===== src/rtl/periph_wlock_pkg.sv =====
package periph_wlock_pkg;

  typedef enum logic [1:0] {
    SEQ_CLOSED = 2'd0,
    SEQ_HALF   = 2'd1,
    SEQ_OPEN   = 2'd2
  } seq_state_t;

  localparam int KEY_W = 8;

endpackage


===== src/rtl/periph_wlock_seq.sv =====
module periph_wlock_seq
  import periph_wlock_pkg::*;
#(
  parameter logic [KEY_W-1:0] KEY_FIRST  = 8'hA5,
  parameter logic [KEY_W-1:0] KEY_SECOND = 8'hF1
) (
  input  logic             clk_i,
  input  logic             rst_i,
  input  logic             key_we_i,
  input  logic [KEY_W-1:0] key_val_i,
  output seq_state_t       state_o,
  output logic             open_o
);

  seq_state_t state_q, state_d;

  always_comb begin
    state_d = state_q;
    if (key_we_i) begin
      unique case (state_q)
        SEQ_CLOSED: state_d = (key_val_i == KEY_FIRST)  ? SEQ_HALF : SEQ_CLOSED;
        SEQ_HALF:   state_d = (key_val_i == KEY_SECOND) ? SEQ_OPEN : SEQ_CLOSED;
        default:    state_d = SEQ_CLOSED;
      endcase
    end
  end

  always_ff @(posedge clk_i) begin
    if (rst_i) state_q <= SEQ_CLOSED;
    else       state_q <= state_d;
  end

  assign state_o = state_q;
  assign open_o  = (state_q == SEQ_OPEN);

  // open is reachable only through the half-open state
  p_open_via_half_r4: assert property (@(posedge clk_i) disable iff (rst_i)
    (state_q == SEQ_OPEN && $past(state_q) != SEQ_OPEN) |-> $past(state_q) == SEQ_HALF);

  // any key write while open closes
  p_relock_r5: assert property (@(posedge clk_i) disable iff (rst_i)
    (state_q == SEQ_OPEN && key_we_i) |=> state_q == SEQ_CLOSED);

  // a wrong first key leaves the sequencer closed
  p_wrong_first_r3: assert property (@(posedge clk_i) disable iff (rst_i)
    (state_q == SEQ_CLOSED && key_we_i && key_val_i != KEY_FIRST) |=> state_q == SEQ_CLOSED);

  // the state never holds an unused code
  p_legal_code_r2: assert property (@(posedge clk_i) disable iff (rst_i)
    state_q != 2'd3);

endmodule


===== src/rtl/periph_wlock_word.sv =====
module periph_wlock_word #(
  parameter int                 DATA_W = 32,
  parameter logic [DATA_W-1:0]  MASK   = 32'h1
) (
  input  logic              clk_i,
  input  logic              rst_i,
  input  logic              we_i,
  input  logic              open_i,
  input  logic [DATA_W-1:0] wdata_i,
  output logic [DATA_W-1:0] q_o
);

  logic accept;
  assign accept = we_i & open_i;

  for (genvar i = 0; i < DATA_W; i++) begin : g_bit
    if (MASK[i]) begin : g_store
      logic bit_q;
      always_ff @(posedge clk_i) begin
        if (rst_i)       bit_q <= 1'b0;
        else if (accept) bit_q <= wdata_i[i];
      end
      assign q_o[i] = bit_q;
    end else begin : g_zero
      assign q_o[i] = 1'b0;
    end
  end

  // a lock word is frozen while the sequencer is not open
  p_hold_when_closed_r6: assert property (@(posedge clk_i) disable iff (rst_i)
    !open_i |=> $stable(q_o));

endmodule


===== src/rtl/periph_wlock.sv =====
module periph_wlock
  import periph_wlock_pkg::*;
#(
  parameter int                ADDR_W     = 12,
  parameter int                DATA_W     = 32,
  parameter int                KEY_OFS    = 'h00,
  parameter int                LOCKA_OFS  = 'h20,
  parameter int                LOCKB_OFS  = 'h40,
  parameter logic [DATA_W-1:0] MASK_A     = 32'h17FF_FFDF,
  parameter logic [DATA_W-1:0] MASK_B     = 32'h0000_0001,
  parameter logic [KEY_W-1:0]  KEY_FIRST  = 8'hA5,
  parameter logic [KEY_W-1:0]  KEY_SECOND = 8'hF1
) (
  input  logic              clk_i,
  input  logic              rst_i,
  input  logic              bus_wr_i,
  input  logic              bus_rd_i,
  input  logic [ADDR_W-1:0] bus_addr_i,
  input  logic [DATA_W-1:0] bus_wdata_i,
  output logic [DATA_W-1:0] bus_rdata_o,
  output logic [DATA_W-1:0] grp_inhibit_a_o,
  output logic [DATA_W-1:0] grp_inhibit_b_o
);

  localparam logic [ADDR_W-1:0] A_KEY   = ADDR_W'(KEY_OFS);
  localparam logic [ADDR_W-1:0] A_LOCKA = ADDR_W'(LOCKA_OFS);
  localparam logic [ADDR_W-1:0] A_LOCKB = ADDR_W'(LOCKB_OFS);

  logic hit_key, hit_a, hit_b;
  assign hit_key = (bus_addr_i == A_KEY);
  assign hit_a   = (bus_addr_i == A_LOCKA);
  assign hit_b   = (bus_addr_i == A_LOCKB);

  seq_state_t        state;
  logic              open;
  logic [DATA_W-1:0] word_a, word_b;

  periph_wlock_seq #(
    .KEY_FIRST (KEY_FIRST),
    .KEY_SECOND(KEY_SECOND)
  ) u_seq (
    .clk_i    (clk_i),
    .rst_i    (rst_i),
    .key_we_i (bus_wr_i & hit_key),
    .key_val_i(bus_wdata_i[KEY_W-1:0]),
    .state_o  (state),
    .open_o   (open)
  );

  periph_wlock_word #(.DATA_W(DATA_W), .MASK(MASK_A)) u_word_a (
    .clk_i  (clk_i),
    .rst_i  (rst_i),
    .we_i   (bus_wr_i & hit_a),
    .open_i (open),
    .wdata_i(bus_wdata_i),
    .q_o    (word_a)
  );

  periph_wlock_word #(.DATA_W(DATA_W), .MASK(MASK_B)) u_word_b (
    .clk_i  (clk_i),
    .rst_i  (rst_i),
    .we_i   (bus_wr_i & hit_b),
    .open_i (open),
    .wdata_i(bus_wdata_i),
    .q_o    (word_b)
  );

  logic [DATA_W-1:0] rd_sel;
  always_comb begin
    rd_sel = '0;
    if (hit_key)    rd_sel = DATA_W'(state);
    else if (hit_a) rd_sel = word_a;
    else if (hit_b) rd_sel = word_b;
  end

  always_ff @(posedge clk_i) begin
    if (rst_i)         bus_rdata_o <= '0;
    else if (bus_rd_i) bus_rdata_o <= rd_sel;
    else               bus_rdata_o <= '0;
  end

  assign grp_inhibit_a_o = word_a;
  assign grp_inhibit_b_o = word_b;

  // no read strobe in the previous cycle means zero read data
  p_rdata_idle_r11: assert property (@(posedge clk_i) disable iff (rst_i)
    !$past(bus_rd_i) |-> bus_rdata_o == '0);

  // a write to an unused offset leaves both inhibit buses unchanged
  p_unused_write_r10: assert property (@(posedge clk_i) disable iff (rst_i)
    (bus_wr_i && !hit_key && !hit_a && !hit_b)
      |=> ($stable(grp_inhibit_a_o) && $stable(grp_inhibit_b_o)));

  // reserved inhibit lines of the first word never rise
  p_reserved_a_r7: assert property (@(posedge clk_i) disable iff (rst_i)
    (grp_inhibit_a_o & ~MASK_A) == '0);

endmodule


===== config.mk =====
export PLATFORM = sky130hd
export DESIGN_NAME = periph_wlock
export DESIGN_NICKNAME = d
export VERILOG_FILES = /design/src/rtl/periph_wlock_pkg.sv /design/src/rtl/periph_wlock_seq.sv /design/src/rtl/periph_wlock_word.sv /design/src/rtl/periph_wlock.sv
export SDC_FILE = /design/constraint.sdc
export NUM_CORES = 1
export LEC_CHECK = 0
export BUFFER_PORTS_ARGS = -buffer_cell sky130_fd_sc_hd__buf_4
export CAP_MARGIN = 20
export CORE_MARGIN = 2
export CORE_UTILIZATION = 45
export CTS_CLUSTER_DIAMETER = 60
export DETAILED_ROUTE_END_ITERATION = 6
export HOLD_SLACK_MARGIN = 0.02
export PLACE_DENSITY = 0.8
export SLEW_MARGIN = 20
export SYNTH_ARGS = -nofsm -noshare
export SYNTH_HDL_FRONTEND = slang
export SYNTH_SLANG_ARGS = --single-unit

===== constraint.sdc =====
create_clock -name clk_i -period 3.4 [get_ports clk_i]
set_input_delay 0.17 -clock clk_i [delete_from_list [all_inputs] [get_ports clk_i]]
set_output_delay 0.17 -clock clk_i [all_outputs]
set_load 0.05 [all_outputs]

# Word-level counts from Yosys, hierarchy flattened
# Cells that the tools add are included.
dict set report totals {
  reg_bits 62
  out_inout_bits 96
}
dict set report op_classes {
  eq_ne 6
  muxes 6
  bitwise_logic 6
  reduce_logical 5
}
# operator count
set op_table {}
lappend op_table {{29-bit two-way mux} 1}
lappend op_table {{8-bit == test, second input constant} 2}
lappend op_table {{12-bit by 6-bit == test with 1-bit output, second input constant} 1}
lappend op_table {{12-bit by 7-bit == test with 1-bit output, second input constant} 1}
lappend op_table {{12-bit logical NOT} 1}
lappend op_table {{1-bit AND} 5}
lappend op_table {{2-bit two-way mux} 2}
lappend op_table {{2-bit case mux with 2 select lines} 1}
lappend op_table {{4-bit OR reduction} 1}
lappend op_table {{3-bit OR reduction} 1}
lappend op_table {{2-bit by 1-bit == test with 1-bit output, second input constant} 1}
lappend op_table {{2-bit == test, second input constant} 1}
lappend op_table {{2-bit logical NOT} 1}
lappend op_table {{1-bit two-way mux} 2}
lappend op_table {{2-bit OR reduction} 1}
lappend op_table {{1-bit NOT} 1}

# Depth between registers and ports, before layout
dict set report depth {
  depth_word 4
  mapped_depth 7
}

# Cells and area by module
# A second synthesis with hierarchy kept.
dict set report unflattened {
  hier_cells 413
  area_unflattened_um2 3572.2
}
# module instances cells_per_inst area_per_inst_um2 seq_area_each_um2
set by_module_without_submodules {}
lappend by_module_without_submodules {periph_wlock 1 208 1626.6 640.6}
lappend by_module_without_submodules {{periph_wlock_word (u_word_a)} 1 156 1532.7 540.5}
lappend by_module_without_submodules {{periph_wlock_word (u_word_b)} 1 37 287.8 20.0}
lappend by_module_without_submodules {periph_wlock_seq 1 12 125.1 40.0}

# Worst setup path after synthesis
# No wires, ideal clock.
dict set report synth_path {
  path_kind {input -> register}
  startpoint {in bus_addr_i[8]}
  endpoint {reg u_word_a.g_bit[10].g_store.bit_q}
  setup_time_ns 0.072
  arrival_ns 1.938
  slack_ns 1.390
  path_stages 7
  n_path_buf 3
  path_cell_list {or4_1 -> or4_1 -> buf_6 -> nor3_2 -> buf_6 -> buf_12 -> mux2i_1}
}
dict set report synth_via {
  elab_chain_cells 3
}
# item line_no
set synth_lines {}
lappend synth_lines {{from (decl)} periph_wlock.sv:18} ;# input logic [ADDR_W-1:0] bus_addr_i,
lappend synth_lines {{12-bit by 6-bit == test with 1-bit output} periph_wlock.sv:31} ;# assign hit_a = (bus_addr_i == A_LOCKA);
lappend synth_lines {{1-bit AND} periph_wlock.sv:53} ;# .we_i (bus_wr_i & hit_a),
lappend synth_lines {{1-bit AND} periph_wlock_word.sv:14} ;# assign accept = we_i & open_i;
lappend synth_lines {{to (signal assigned)} periph_wlock_word.sv:21} ;# else if (accept) bit_q <= wdata_i[i];
lappend synth_lines {{to (decl)} periph_wlock_word.sv:18} ;# logic bit_q;
# Every way passes these cells.
# A chain may end at the register's enable or synchronous reset.

# Worst setup path in the final report
dict set report layout_path {
  startpoint {in bus_addr_i[8]}
  endpoint {reg u_word_a.g_bit[2].g_store.bit_q}
}
dict set report layout_via {
  elab_chain_cells 3
}
# item line_no
set layout_lines {}
lappend layout_lines {{12-bit by 6-bit == test with 1-bit output} periph_wlock.sv:31}
lappend layout_lines {{1-bit AND} periph_wlock.sv:53}
lappend layout_lines {{1-bit AND} periph_wlock_word.sv:14}
lappend layout_lines {{to (signal assigned)} periph_wlock_word.sv:21}
lappend layout_lines {{to (decl)} periph_wlock_word.sv:18}
# Every way passes these cells.

==> summary.md <==
| Metric | Value |
|---|---|
| Maximum net fanout on the critical path | `19` |
| Cell with the most instances after synthesis | `sky130_fd_sc_hd__buf_4` |
| Drt first pass iters | `4` |
| GRT Resource Usage Total | `14.2%` |
| Cell chain of the critical path | `buf_4 -> or4_1 -> or4_1 -> nor3_4 -> buf_4 -> mux2i_1` |
| Worst clock skew on the final layout | `6.83 ps` |
| Number of enable flip-flop cells after synthesis | `0` |
| Number of DRC violations after detailed-routing iteration 0 | `34` |
| Critical Path Max Stage Delay | `680 ps` |
| Part of the Yosys area used for sequential elements | `41.3%` |
| Arrival time worst endpoint | `2300 ps` |
| Initial cell density of the core | `46.6%` |
| Fraction of layout instances using a drive strength above 1 | `34.0%` |
| Initial antenna violation count | `0` |
| Synth Area per Inst | `9.97 µm²` |
| Clk slew on worst S/H paths | `60 ps` |
| Worst skew pair latency | `330 ps` |
| CTS tree | `done` |
| Power per unit of standard cell area | `409 mW/mm²` |
| Core Region | `0.00592 mm²` |
| Area taken by flip-flops and latches | `0.00114 mm²` |
| Area enclosed by the die boundary | `0.00678 mm²` |
| Final hold violation count | `0` |
| Slew Limit Fails | `0` |
| Total negative slack for setup checks | `0 ps` |
| Unrepaired setup endpoints after global routing | `false` |
| Total power consumption of the routed design | `1.36 mW` |
| Top post-synthesis cells by area | `sky130_fd_sc_hd__dfxtp_1 41%, sky130_fd_sc_hd__buf_4 19%, sky130_fd_sc_hd__nand2b_1 13%` |
| Std cell rows | `28` |
| Vias per std cell | `4.26` |
| Gr ovfl total | `0` |
| Dpl hpwl | `3540 µm` |
| Final Setup Violations | `0` |
| Max-capacitance violation count | `0` |
| Non-filler instance count after layout | `428` |
| Leading area contributor after synthesis | `sky130_fd_sc_hd__dfxtp_1` |
| Final weighted congestion in routability-driven placement | `0.734` |
| Clk buf depth | `2` |
| Gates resized, CTS repair | `0` |
| Via count of the first global-routing pass | `1608` |
| Type of the tightest min-delay check | `primary input to flip-flop` |
| Post-CTS setup buffers | `0` |
| Antenna fix cells | `0` |
| Largest net degree at the start of global routing | `60` |
| Critical path capture point type | `flip-flop` |
| Largest delay share family, worst path | `simple AND/OR/NAND/NOR gates` |
| Clock sink count | `57` |
| Hold_buf cts | `0` |
| Fill cell instance count of the final layout | `520` |
| Average routed wire per standard cell | `11.4 µm` |
| Fin crit period | `2040 ps` |
| Clock root buffer | `sky130_fd_sc_hd__clkbuf_8` |
| Run status | `finished, final reports clean` |
| Area of the multi-input gates | `0.00116 mm²` |
| Vias after detailed routing | `1822` |
| Leak | `1.49 nW` |
| Placed cell count | `412` |
| Maximum ir drop on the vdd rail | `0.261 mV` |
| Critical path buffer and inverter count | `2` |
| Type of element launching the critical path | `primary input` |
| Critical path class | `primary input to flip-flop` |
| Global-route wire length before repair | `7180 µm` |
| Layout Nets | `396` |
| Crit path required time | `3650 ps` |
| Ports placed on the boundary | `144` |
| Count of input and output buffers | `98` |
| Routed Antenna Nets | `0` |
| Number of CTS-inserted buffers | `9` |
| Number of warnings reported in the yosys synthesis log | `0` |
| Die Y | `82.3 µm` |
| Htree depth | `3` |
| Yosys reg bits | `57` |
| P&R area growth vs syn | `20.2%` |
| Number of cells produced by synthesis | `277` |
| F_max | `489 MHz` |
| Detailed-route wire length | `4870 µm` |
| Top FF cell, synth | `sky130_fd_sc_hd__dfxtp_1` |
| Horiz. Die Dim | `82.3 µm` |
| Number of design rule violations left after detail routing | `0` |
| Netlist Area Pre-Place | `0.00276 mm²` |
| Fin crit share | `60.1%` |
| Cell types with the highest counts after synthesis | `69 x sky130_fd_sc_hd__buf_4, 57 x sky130_fd_sc_hd__dfxtp_1, 57 x sky130_fd_sc_hd__nand2b_1` |
| Share of the synthesized area in the top cell type | `41.3%` |
| Fraction of registers with async set/reset | `0%` |
| Cell with the biggest individual delay on the critical path | `sky130_fd_sc_hd__or4_1` |
| Distinct cells, synth | `29` |
-- layout by cell type (no fill, tap or decap) --
cell type	instances
sky130_fd_sc_hd__and2_1	25
sky130_fd_sc_hd__clkbuf_8	9
sky130_fd_sc_hd__nor3_4	2
sky130_fd_sc_hd__nor4bb_1	1
sky130_fd_sc_hd__nor4b_2	1
sky130_fd_sc_hd__a32o_1	1
sky130_fd_sc_hd__nor3_1	2
sky130_fd_sc_hd__nand4b_1	1
sky130_fd_sc_hd__clkinv_2	4
sky130_fd_sc_hd__mux2i_1	30
sky130_fd_sc_hd__nand2_1	2
sky130_fd_sc_hd__o21ai_0	1
sky130_fd_sc_hd__nor2_1	2
sky130_fd_sc_hd__and4bb_2	1
sky130_fd_sc_hd__dfxtp_1	57
sky130_fd_sc_hd__or4_1	3
sky130_fd_sc_hd__and3b_1	1
sky130_fd_sc_hd__nor2b_1	3
sky130_fd_sc_hd__inv_1	1
sky130_fd_sc_hd__nand2b_1	57
sky130_fd_sc_hd__buf_4	101
sky130_fd_sc_hd__nand4_1	1
sky130_fd_sc_hd__a21oi_1	1
sky130_fd_sc_hd__conb_1	41
sky130_fd_sc_hd__clkbuf_1	1
sky130_fd_sc_hd__clkinvlp_4	2
sky130_fd_sc_hd__and3_1	1
sky130_fd_sc_hd__nor4_1	1
-- sequential cells by signal, indices dropped and copies added, names as in the netlist --
| name | cells |
|---|---|
| bus_rdata_o | 27 |
| u_word_a.g_bit.g_store.bit_q | 27 |
| u_seq.state_o | 2 |
| u_word_b.g_bit.g_store.bit_q | 1 |
-- power by group --
group | switching, mW | leakage [nW] | internal [mW]
registers | 0.000000244 | 0.459 | 0.668
clock network | 0.260 | 0.0818 | 0.258
logic | 0.123 | 0.945 | 0.0468
total | 0.383 | 1.49 | 0.973
-- per-layer routing --
metal  up-vias  global-route usage (%)  wire length [µm]
met5         -                       0                 0
met4         0                    7.50                68
met3         8                    4.02               546
met2       103                    23.1              2180
met1       794                    16.8              2070
li1        917                       -                 -
-- worst paths after layout --
| check | cells after the start | endpoint | slack (ps) | from |
|---|---|---|---|---|
| max | 6 | u_word_a.g_bit[2].g_store.bit_q | 1360 | bus_addr_i[8] |
| min | 3 | u_word_a.g_bit[26].g_store.bit_q | 110 | bus_wdata_i[26] |
| max reg2reg | 5 | u_word_a.g_bit[2].g_store.bit_q | 1920 | u_seq.state_o[1] |
| min reg2reg | 1 | bus_rdata_o[17] | 480 | u_word_a.g_bit[17].g_store.bit_q |
-- area by class of cell --
class	count	area share, %
clock buffer	10	3.84
timing repair buffer	101	22.8
tap	75	2.83
multi-input combinational	178	34.9
clock inverter	6	1.06
inverter	1	0.113
sequential	57	34.4
-- worst reg2reg max path, delay by kind of cell (launching register included) --
| kind | cells | cell delay (ps) |
|---|---|---|
| AND/OR/NAND/NOR | 3 | 400 |
| flip-flops | 1 | 390 |
| buffers and inverters | 1 | 360 |
| multiplexers | 1 | 250 |
-- metrics by stage --
| stage | utilization (%) | instance area [µm²] | worst slack [ps] | hold slack, ps |
|---|---|---|---|---|
| 2_1_floorplan | - | 2910 | 1390 | 325 |
| 3_3_place_gp | 53.3 | 3160 | 1060 | 437 |
| 3_5_place_dp | 53.3 | 3160 | 1030 | 449 |
| 4_1_cts | 56.1 | 3320 | 1350 | 95.0 |
| 5_1_grt | 56.1 | 3320 | 1250 | 106 |
| 6_report | 56.1 | 3320 | 1360 | 111 |
-- cells by family (layout without fill, tap and decap cells) --
family | count (synthesis) | after routing | synth area share, %
DFF | 57 | 57 | 41.3
other | 1 | 41 | 0.136
AOI/OAI and AO/OA | 3 | 3 | 0.725
muxes | 30 | 30 | 10.9
buffers and inverters | 82 | 118 | 22.3
and+or+nand+nor | 104 | 104 | 24.6
Note: power is estimated with default switching activity, not from simulation.
